[config.mk]
export PLATFORM = sky130hd
export DESIGN_NAME = hazard_eval
export DESIGN_NICKNAME = d
export VERILOG_FILES = /design/src/rtl/hz_pkg.sv /design/src/rtl/hz_encoder.sv /design/src/rtl/hz_network.sv /design/src/rtl/hz_outstage.sv /design/src/rtl/hazard_eval.sv
export SDC_FILE = /design/constraint.sdc
export NUM_CORES = 1
export LEC_CHECK = 0
export CORE_MARGIN = 3
export CORE_UTILIZATION = 25
export CTS_CLUSTER_DIAMETER = 80
export DETAILED_ROUTE_END_ITERATION = 16
export GPL_TIMING_DRIVEN = 1
export MAX_ROUTING_LAYER = met4
export SYNTH_ARGS = -nofsm -noshare
export SYNTH_HDL_FRONTEND = slang
export SYNTH_SLANG_ARGS = --single-unit
[constraint.sdc]
create_clock -name clk -period 0.8 [get_ports clk]
set_input_delay 0.16 -clock clk [delete_from_list [all_inputs] [get_ports clk]]
set_output_delay 0.16 -clock clk [all_outputs]
set_load 0.05 [all_outputs]
[src/rtl/hz_pkg.sv]
package hz_pkg;

  typedef enum logic [1:0] {
    TV0 = 2'b00,
    TV1 = 2'b01,
    TVX = 2'b10
  } tv_e;

  typedef struct packed {
    tv_e first;
    tv_e mid;
    tv_e last;
  } trip_t;

  localparam int CLS_W = 3;

  typedef enum logic [CLS_W-1:0] {
    C_S0   = 3'd0,
    C_S1   = 3'd1,
    C_RISE = 3'd2,
    C_FALL = 3'd3,
    C_H0   = 3'd4,
    C_H1   = 3'd5
  } cls_e;

  localparam int OP_W  = 2;
  localparam int IDX_W = 8;

  localparam logic [OP_W-1:0] OP_AND = 2'd0;
  localparam logic [OP_W-1:0] OP_OR  = 2'd1;
  localparam logic [OP_W-1:0] OP_NOT = 2'd2;
  localparam logic [OP_W-1:0] OP_BUF = 2'd3;

  function automatic tv_e tv_and(input tv_e a, input tv_e b);
    if (a == TV0 || b == TV0)      return TV0;
    else if (a == TV1 && b == TV1) return TV1;
    else                           return TVX;
  endfunction

  function automatic tv_e tv_or(input tv_e a, input tv_e b);
    if (a == TV1 || b == TV1)      return TV1;
    else if (a == TV0 && b == TV0) return TV0;
    else                           return TVX;
  endfunction

  function automatic tv_e tv_not(input tv_e a);
    if (a == TV0)      return TV1;
    else if (a == TV1) return TV0;
    else               return TVX;
  endfunction

  function automatic trip_t trip_gate(input logic [OP_W-1:0] op,
                                      input trip_t a, input trip_t b);
    trip_t r;
    case (op)
      OP_AND: begin
        r.first = tv_and(a.first, b.first);
        r.mid   = tv_and(a.mid,   b.mid);
        r.last  = tv_and(a.last,  b.last);
      end
      OP_OR: begin
        r.first = tv_or(a.first, b.first);
        r.mid   = tv_or(a.mid,   b.mid);
        r.last  = tv_or(a.last,  b.last);
      end
      OP_NOT: begin
        r.first = tv_not(a.first);
        r.mid   = tv_not(a.mid);
        r.last  = tv_not(a.last);
      end
      default: r = a;
    endcase
    return r;
  endfunction

  function automatic trip_t trip_of_bits(input logic old_b, input logic new_b);
    trip_t r;
    r.first = old_b ? TV1 : TV0;
    r.last  = new_b ? TV1 : TV0;
    r.mid   = (old_b == new_b) ? r.first : TVX;
    return r;
  endfunction

  function automatic cls_e cls_of_trip(input trip_t t);
    if (t.first != t.last)
      return (t.first == TV0) ? C_RISE : C_FALL;
    else if (t.first == TV0)
      return (t.mid == TV0) ? C_S0 : C_H0;
    else
      return (t.mid == TV1) ? C_S1 : C_H1;
  endfunction

endpackage

[src/rtl/hz_encoder.sv]
module hz_encoder
  import hz_pkg::*;
#(
  parameter int N_IN = 4
) (
  input  logic              clk,
  input  logic              rst_n,
  input  logic              in_valid,
  input  logic [N_IN-1:0]   in_vec,
  output logic              fire,
  output trip_t [N_IN-1:0]  in_trip
);

  logic [N_IN-1:0] prev_q, prev_d;
  logic            have_q, have_d;
  logic            load_en;

  assign load_en = in_valid;

  always_comb begin
    prev_d = prev_q;
    have_d = have_q;
    if (load_en) begin
      prev_d = in_vec;
      have_d = 1'b1;
    end
  end

  always_ff @(posedge clk or negedge rst_n) begin
    if (!rst_n) begin
      prev_q <= '0;
      have_q <= 1'b0;
    end else if (load_en) begin
      prev_q <= prev_d;
      have_q <= have_d;
    end
  end

  assign fire = in_valid && have_q;

  for (genvar i = 0; i < N_IN; i++) begin : g_enc
    assign in_trip[i] = trip_of_bits(prev_q[i], in_vec[i]);
  end

endmodule

[src/rtl/hz_network.sv]
module hz_network
  import hz_pkg::*;
#(
  parameter int N_IN   = 4,
  parameter int N_GATE = 6,
  parameter int N_OUT  = 2,
  parameter logic [OP_W*N_GATE-1:0]  GATE_OP = '0,
  parameter logic [IDX_W*N_GATE-1:0] SRC_A   = '0,
  parameter logic [IDX_W*N_GATE-1:0] SRC_B   = '0,
  parameter logic [IDX_W*N_OUT-1:0]  OUT_SEL = '0
) (
  input  trip_t [N_IN-1:0]  in_trip,
  output trip_t [N_OUT-1:0] out_trip
);

  localparam int N_NODE = N_IN + N_GATE;

  trip_t [N_NODE-1:0] node;

  always_comb begin
    node = '0;
    for (int i = 0; i < N_IN; i++) begin
      node[i] = in_trip[i];
    end
    for (int g = 0; g < N_GATE; g++) begin
      node[N_IN+g] = trip_gate(GATE_OP[g*OP_W +: OP_W],
                               node[int'(SRC_A[g*IDX_W +: IDX_W])],
                               node[int'(SRC_B[g*IDX_W +: IDX_W])]);
    end
  end

  for (genvar k = 0; k < N_OUT; k++) begin : g_out
    assign out_trip[k] = node[int'(OUT_SEL[k*IDX_W +: IDX_W])];
  end

endmodule

[src/rtl/hz_outstage.sv]
module hz_outstage
  import hz_pkg::*;
#(
  parameter int N_OUT = 2
) (
  input  logic                    clk,
  input  logic                    rst_n,
  input  logic                    fire,
  input  trip_t [N_OUT-1:0]       out_trip,
  output logic                    out_valid,
  output logic [CLS_W*N_OUT-1:0]  out_cls,
  output logic                    hazard
);

  logic [CLS_W*N_OUT-1:0] cls_d, cls_q;
  logic [N_OUT-1:0]       haz_bits;
  logic                   valid_d, valid_q;
  logic                   haz_d, haz_q;

  for (genvar k = 0; k < N_OUT; k++) begin : g_cls
    cls_e c;
    assign c = cls_of_trip(out_trip[k]);
    assign cls_d[k*CLS_W +: CLS_W] = c;
    assign haz_bits[k] = (c == C_H0) || (c == C_H1);
  end

  always_comb begin
    valid_d = fire;
    haz_d   = fire && (|haz_bits);
  end

  always_ff @(posedge clk or negedge rst_n) begin
    if (!rst_n) begin
      valid_q <= 1'b0;
      haz_q   <= 1'b0;
    end else begin
      valid_q <= valid_d;
      haz_q   <= haz_d;
    end
  end

  always_ff @(posedge clk or negedge rst_n) begin
    if (!rst_n) begin
      cls_q <= '0;
    end else if (fire) begin
      cls_q <= cls_d;
    end
  end

  assign out_valid = valid_q;
  assign out_cls   = cls_q;
  assign hazard    = haz_q;

endmodule

[src/rtl/hazard_eval.sv]
module hazard_eval
  import hz_pkg::*;
#(
  parameter int N_IN   = 4,
  parameter int N_GATE = 6,
  parameter int N_OUT  = 2,
  parameter logic [OP_W*N_GATE-1:0] GATE_OP =
    {OP_NOT, OP_AND, OP_OR, OP_NOT, OP_OR, OP_AND},
  parameter logic [IDX_W*N_GATE-1:0] SRC_A =
    {8'd8, 8'd3, 8'd4, 8'd5, 8'd1, 8'd0},
  parameter logic [IDX_W*N_GATE-1:0] SRC_B =
    {8'd0, 8'd6, 8'd6, 8'd0, 8'd2, 8'd1},
  parameter logic [IDX_W*N_OUT-1:0] OUT_SEL = {8'd9, 8'd7}
) (
  input  logic                       clk,
  input  logic                       rst_n,
  input  logic                       in_valid,
  input  logic [N_IN-1:0]            in_vec,
  output logic                       out_valid,
  output logic [CLS_W*N_OUT-1:0]     out_cls,
  output logic                       hazard
);

  logic [1:0] rst_pipe;
  logic       rst_sync;

  always_ff @(posedge clk or negedge rst_n) begin
    if (!rst_n) rst_pipe <= 2'b00;
    else        rst_pipe <= {rst_pipe[0], 1'b1};
  end

  assign rst_sync = rst_pipe[1];

  logic              fire;
  trip_t [N_IN-1:0]  in_trip;
  trip_t [N_OUT-1:0] out_trip;

  hz_encoder #(.N_IN(N_IN)) u_enc (
    .clk      (clk),
    .rst_n    (rst_sync),
    .in_valid (in_valid),
    .in_vec   (in_vec),
    .fire     (fire),
    .in_trip  (in_trip)
  );

  hz_network #(
    .N_IN    (N_IN),
    .N_GATE  (N_GATE),
    .N_OUT   (N_OUT),
    .GATE_OP (GATE_OP),
    .SRC_A   (SRC_A),
    .SRC_B   (SRC_B),
    .OUT_SEL (OUT_SEL)
  ) u_net (
    .in_trip  (in_trip),
    .out_trip (out_trip)
  );

  hz_outstage #(.N_OUT(N_OUT)) u_out (
    .clk       (clk),
    .rst_n     (rst_sync),
    .fire      (fire),
    .out_trip  (out_trip),
    .out_valid (out_valid),
    .out_cls   (out_cls),
    .hazard    (hazard)
  );

endmodule

==> out/metrics.csv <==
stage,metric,value,unit
finish,finalNetCount,113,
drt,via_per_inst,4.40,
sta,setup_viol,20,
clock_network,holdBufCountCts,0,
logic_synthesis,synth.avg_cell_area,11.0,um2
finish,n_fill_cell,242,
finish,multiInputGateArea,354,um2
sta,finalHoldViolations,0,
finish,layout-drive-gt1-share,56.4,%
setup_path,crit_path_cell_trace,nor2_4 > nand2_2 > ha_4 > a21oi_4 > nand3_2 > o22ai_2,
finish,mostFrequentLayoutCells,"buf_4, dfrtp_1, buf_6",
logic_synthesis,synth_top_area_share,54.9,%
die,num_rows,18,
drt,wl_per_cell,11.2,um
grt,gr-total-overflow,0,
worst_hold_path,hold_path.class,in -> async,
setup_path,reg2reg_depth,6,
logic_synthesis,synth_fa_ha_area_share,7.33,%
logic_synthesis,seq_area_frac_synth,54.9,%
clock_network,cts_tree,built,
run,drv_cap,0,
die,io_pins,15,
logic_synthesis,synthCells,62,
die,core,0.00254,mm2
finish,fin_util,48.5,%
sta,min_period,1.35,ns
finish,area_delta_synth_final,80.8,%
logic_synthesis,synth-xor-area-share,1.28,%
grt,grt_pass1_vias,545,
grt,grt_max_degree,14,
die,fp.dieW,58.3,um
setup_path,critical-path-top-delay-family,flip-flops,
logic_synthesis,ys_types,21,
drt,via_count,577,
drt,drtIter0Drc,4,
place,gp_congestion,0.861,
clock_network,cts_root_buffer,clkbuf_4,
finish,num_antenna_cells,0,
setup_path,worst_setup_path_end_kind,register,
sta,holdWs,0.0223,ns
clock_network,cts_buffers,3,
setup_path,crit_fanout,3,
drt,firstDrtPassIters,2,
setup_path,crit_path_top_delay_cell,dfrtp_2,
setup_path,r2r-start,u_enc.prev_q[1]$_DFFE_PN0P_,
logic_synthesis,syn_nets,73,
setup_path,critical_path_arrival,1.57,ns
die,die_h,58.3,um
power_and_ir_drop,finalPower,2.37,mW
drt,drc,0,
power_and_ir_drop,irDropWorstVdd,1.30,mV
die,start_util,26.8,%
setup_path,r2r_slack,-0.55,ns
logic_synthesis,synthMuxAreaShare,9.89,%
logic_synthesis,yosysWarnings,0,
clock_network,cts_buffer_depth,2,
clock_network,clk_pin_slew,0.09,ns
setup_path,slowest_delay,0.44,ns
run_status,failed_checks,negative setup slack,
sta,rsz0062_at_grt,true,
sta,setup_ws,-0.554,ns
setup_path,reg2reg_to,u_out.hazard$_DFF_PN0_,
logic_synthesis,synth.largest_area_cell,dfrtp_1,
finish,seqCellArea,378,um2
sta,fmax,739,MHz
logic_synthesis,synthSimpleGateAreaFrac,12.6,%
place,portBuffers,14,
place,hpwl,1020,um
finish,stdcell_area,0.00123,mm2
place,post_dp_cell_area,0.00109,mm2
die,fp.dieArea,0.00340,mm2
logic_synthesis,synth_compound_area_share,9.52,%
grt,grt_pass1_wl,2300,um
power_and_ir_drop,p_leak,0.572,nW
clock_network,clkSinkCount,15,
power_and_ir_drop,p_per_area,1920,mW/mm2
logic_synthesis,synth_seq_cells,15,
setup_path,critPathKind,reg -> reg,
setup_path,cp-start-kind,register,
grt,grt_use_total,9.61,%
logic_synthesis,netlist_area,683,um2
clock_network,htree_levels,1,
logic_synthesis,synth_top_family_by_area,simple AND/OR/NAND/NOR gates,
drt,drt-total-wl,1470,um
setup_path,worstPathRequired,1.01,ns
setup_path,path_buf_inv,0,
sta,clock_skew,0.00186,ns
logic_synthesis,synth.top_cells.by_area,"dfrtp_1, mux2_2, ha_1",
clock_network,clk_latency,0.28,ns
drt,ant_nets,0,
grt,antenna_found_initial,0,
sta,fin_crit_sh,169,%
run_status,status,finished with violations,
sta,drv_slew,0,
-- cell usage after synthesis --
library cell and n:
dfrtp_1 15, o21ai_0 2, a21oi_1 3, nor2_1 4, o22ai_1 1, a211oi_1 1, or2_2 1, inv_1 4
xnor2_1 1, nor2_2 1, o22ai_2 1, conb_1 1, a21o_1 1, ha_1 4, mux2_2 6, nand2_1 7
nand2_2 2, buf_4 1, a31oi_1 1, nand3_1 4, inv_2 1
-- registers in the layout, indices dropped and copies added, names as in the netlist --
signal	flops
u_enc.have_q	1
u_out.out_cls	6
u_out.out_valid	1
rst_pipe	2
u_enc.prev_q	4
u_out.hazard	1
-- how the worst max path moves through the flow --
stage	from	endpoint	cells after the start
6_report	u_enc.prev_q[1]$_DFFE_PN0P_	u_out.hazard$_DFF_PN0_	6
5_1_grt	u_enc.prev_q[1]$_DFFE_PN0P_	u_out.hazard$_DFF_PN0_	7
4_1_cts	u_enc.prev_q[1]$_DFFE_PN0P_	u_out.hazard$_DFF_PN0_	7
3_5_place_dp	in_vec[1]	u_out.hazard$_DFF_PN0_	7
3_3_place_gp	in_vec[2]	u_out.hazard$_DFF_PN0_	7
2_1_floorplan	u_enc.prev_q[1]$_DFFE_PN0P_	u_out.hazard$_DFF_PN0_	6
-- through the flow --
step           cells  setup WS [ns]  TNS, ns
2_1_floorplan     62         -0.501    -2.37
5_1_grt          131         -0.647    -6.54
6_report         131         -0.554    -5.67
4_1_cts          127         -0.563    -5.45
3_3_place_gp     120         -0.895    -7.27
3_5_place_dp     120         -0.897    -7.31
-- layer usage --
layer	GRT usage, %	share of wire (%)	up-vias	wire, um
met3	2.00	3.6	5	53
met2	15.2	52	14	760
li1	-	-	284	-
met1	10.2	41	274	602
met4	7.95	3.3	0	49
met5	-	0	-	0
-- power by group --
group	switching, mW	total [mW]	leakage [nW]	internal (mW)
registers	0.0885	0.939	0.175	0.851
logic	0.464	0.998	0.382	0.533
clock network	0.239	0.433	0.0150	0.194
total	0.792	2.37	0.572	1.58
-- worst register-to-register path, cell delays in order (launching register included) --
cell and delay, ns:
dfrtp_2 0.44, nor2_4 0.16, nand2_2 0.10, ha_4 0.24
a21oi_4 0.11, nand3_2 0.10, o22ai_2 0.14
-- cell families (layout without fill, tap and decap cells) --
family	count (synthesis)	after routing
AOI/OAI and AO/OA	10	10
xor gates and xnor gates	1	1
adders and majority gates	4	4
buffers and inverters	6	45
DFF	15	15
muxes	6	6
other	1	1
and+or+nand+nor	19	19
-- what timing repair did --
action                                  4_1_cts  5_1_grt
gates resized for setup                      16        5
hold endpoints to repair                      0        0
buffers inserted                              3        5
endpoints found under the setup margin       21       20
pin swaps                                     3        2
-- final cells by class --
cell class | instances | area share [%]
clock buffer | 4 | 2.13
multi-input combinational | 41 | 28.7
sequential | 15 | 30.6
tap | 30 | 3.04
timing repair buffer | 36 | 33.8
inverter | 5 | 1.72
Note: power is estimated with default switching activity, not from simulation.
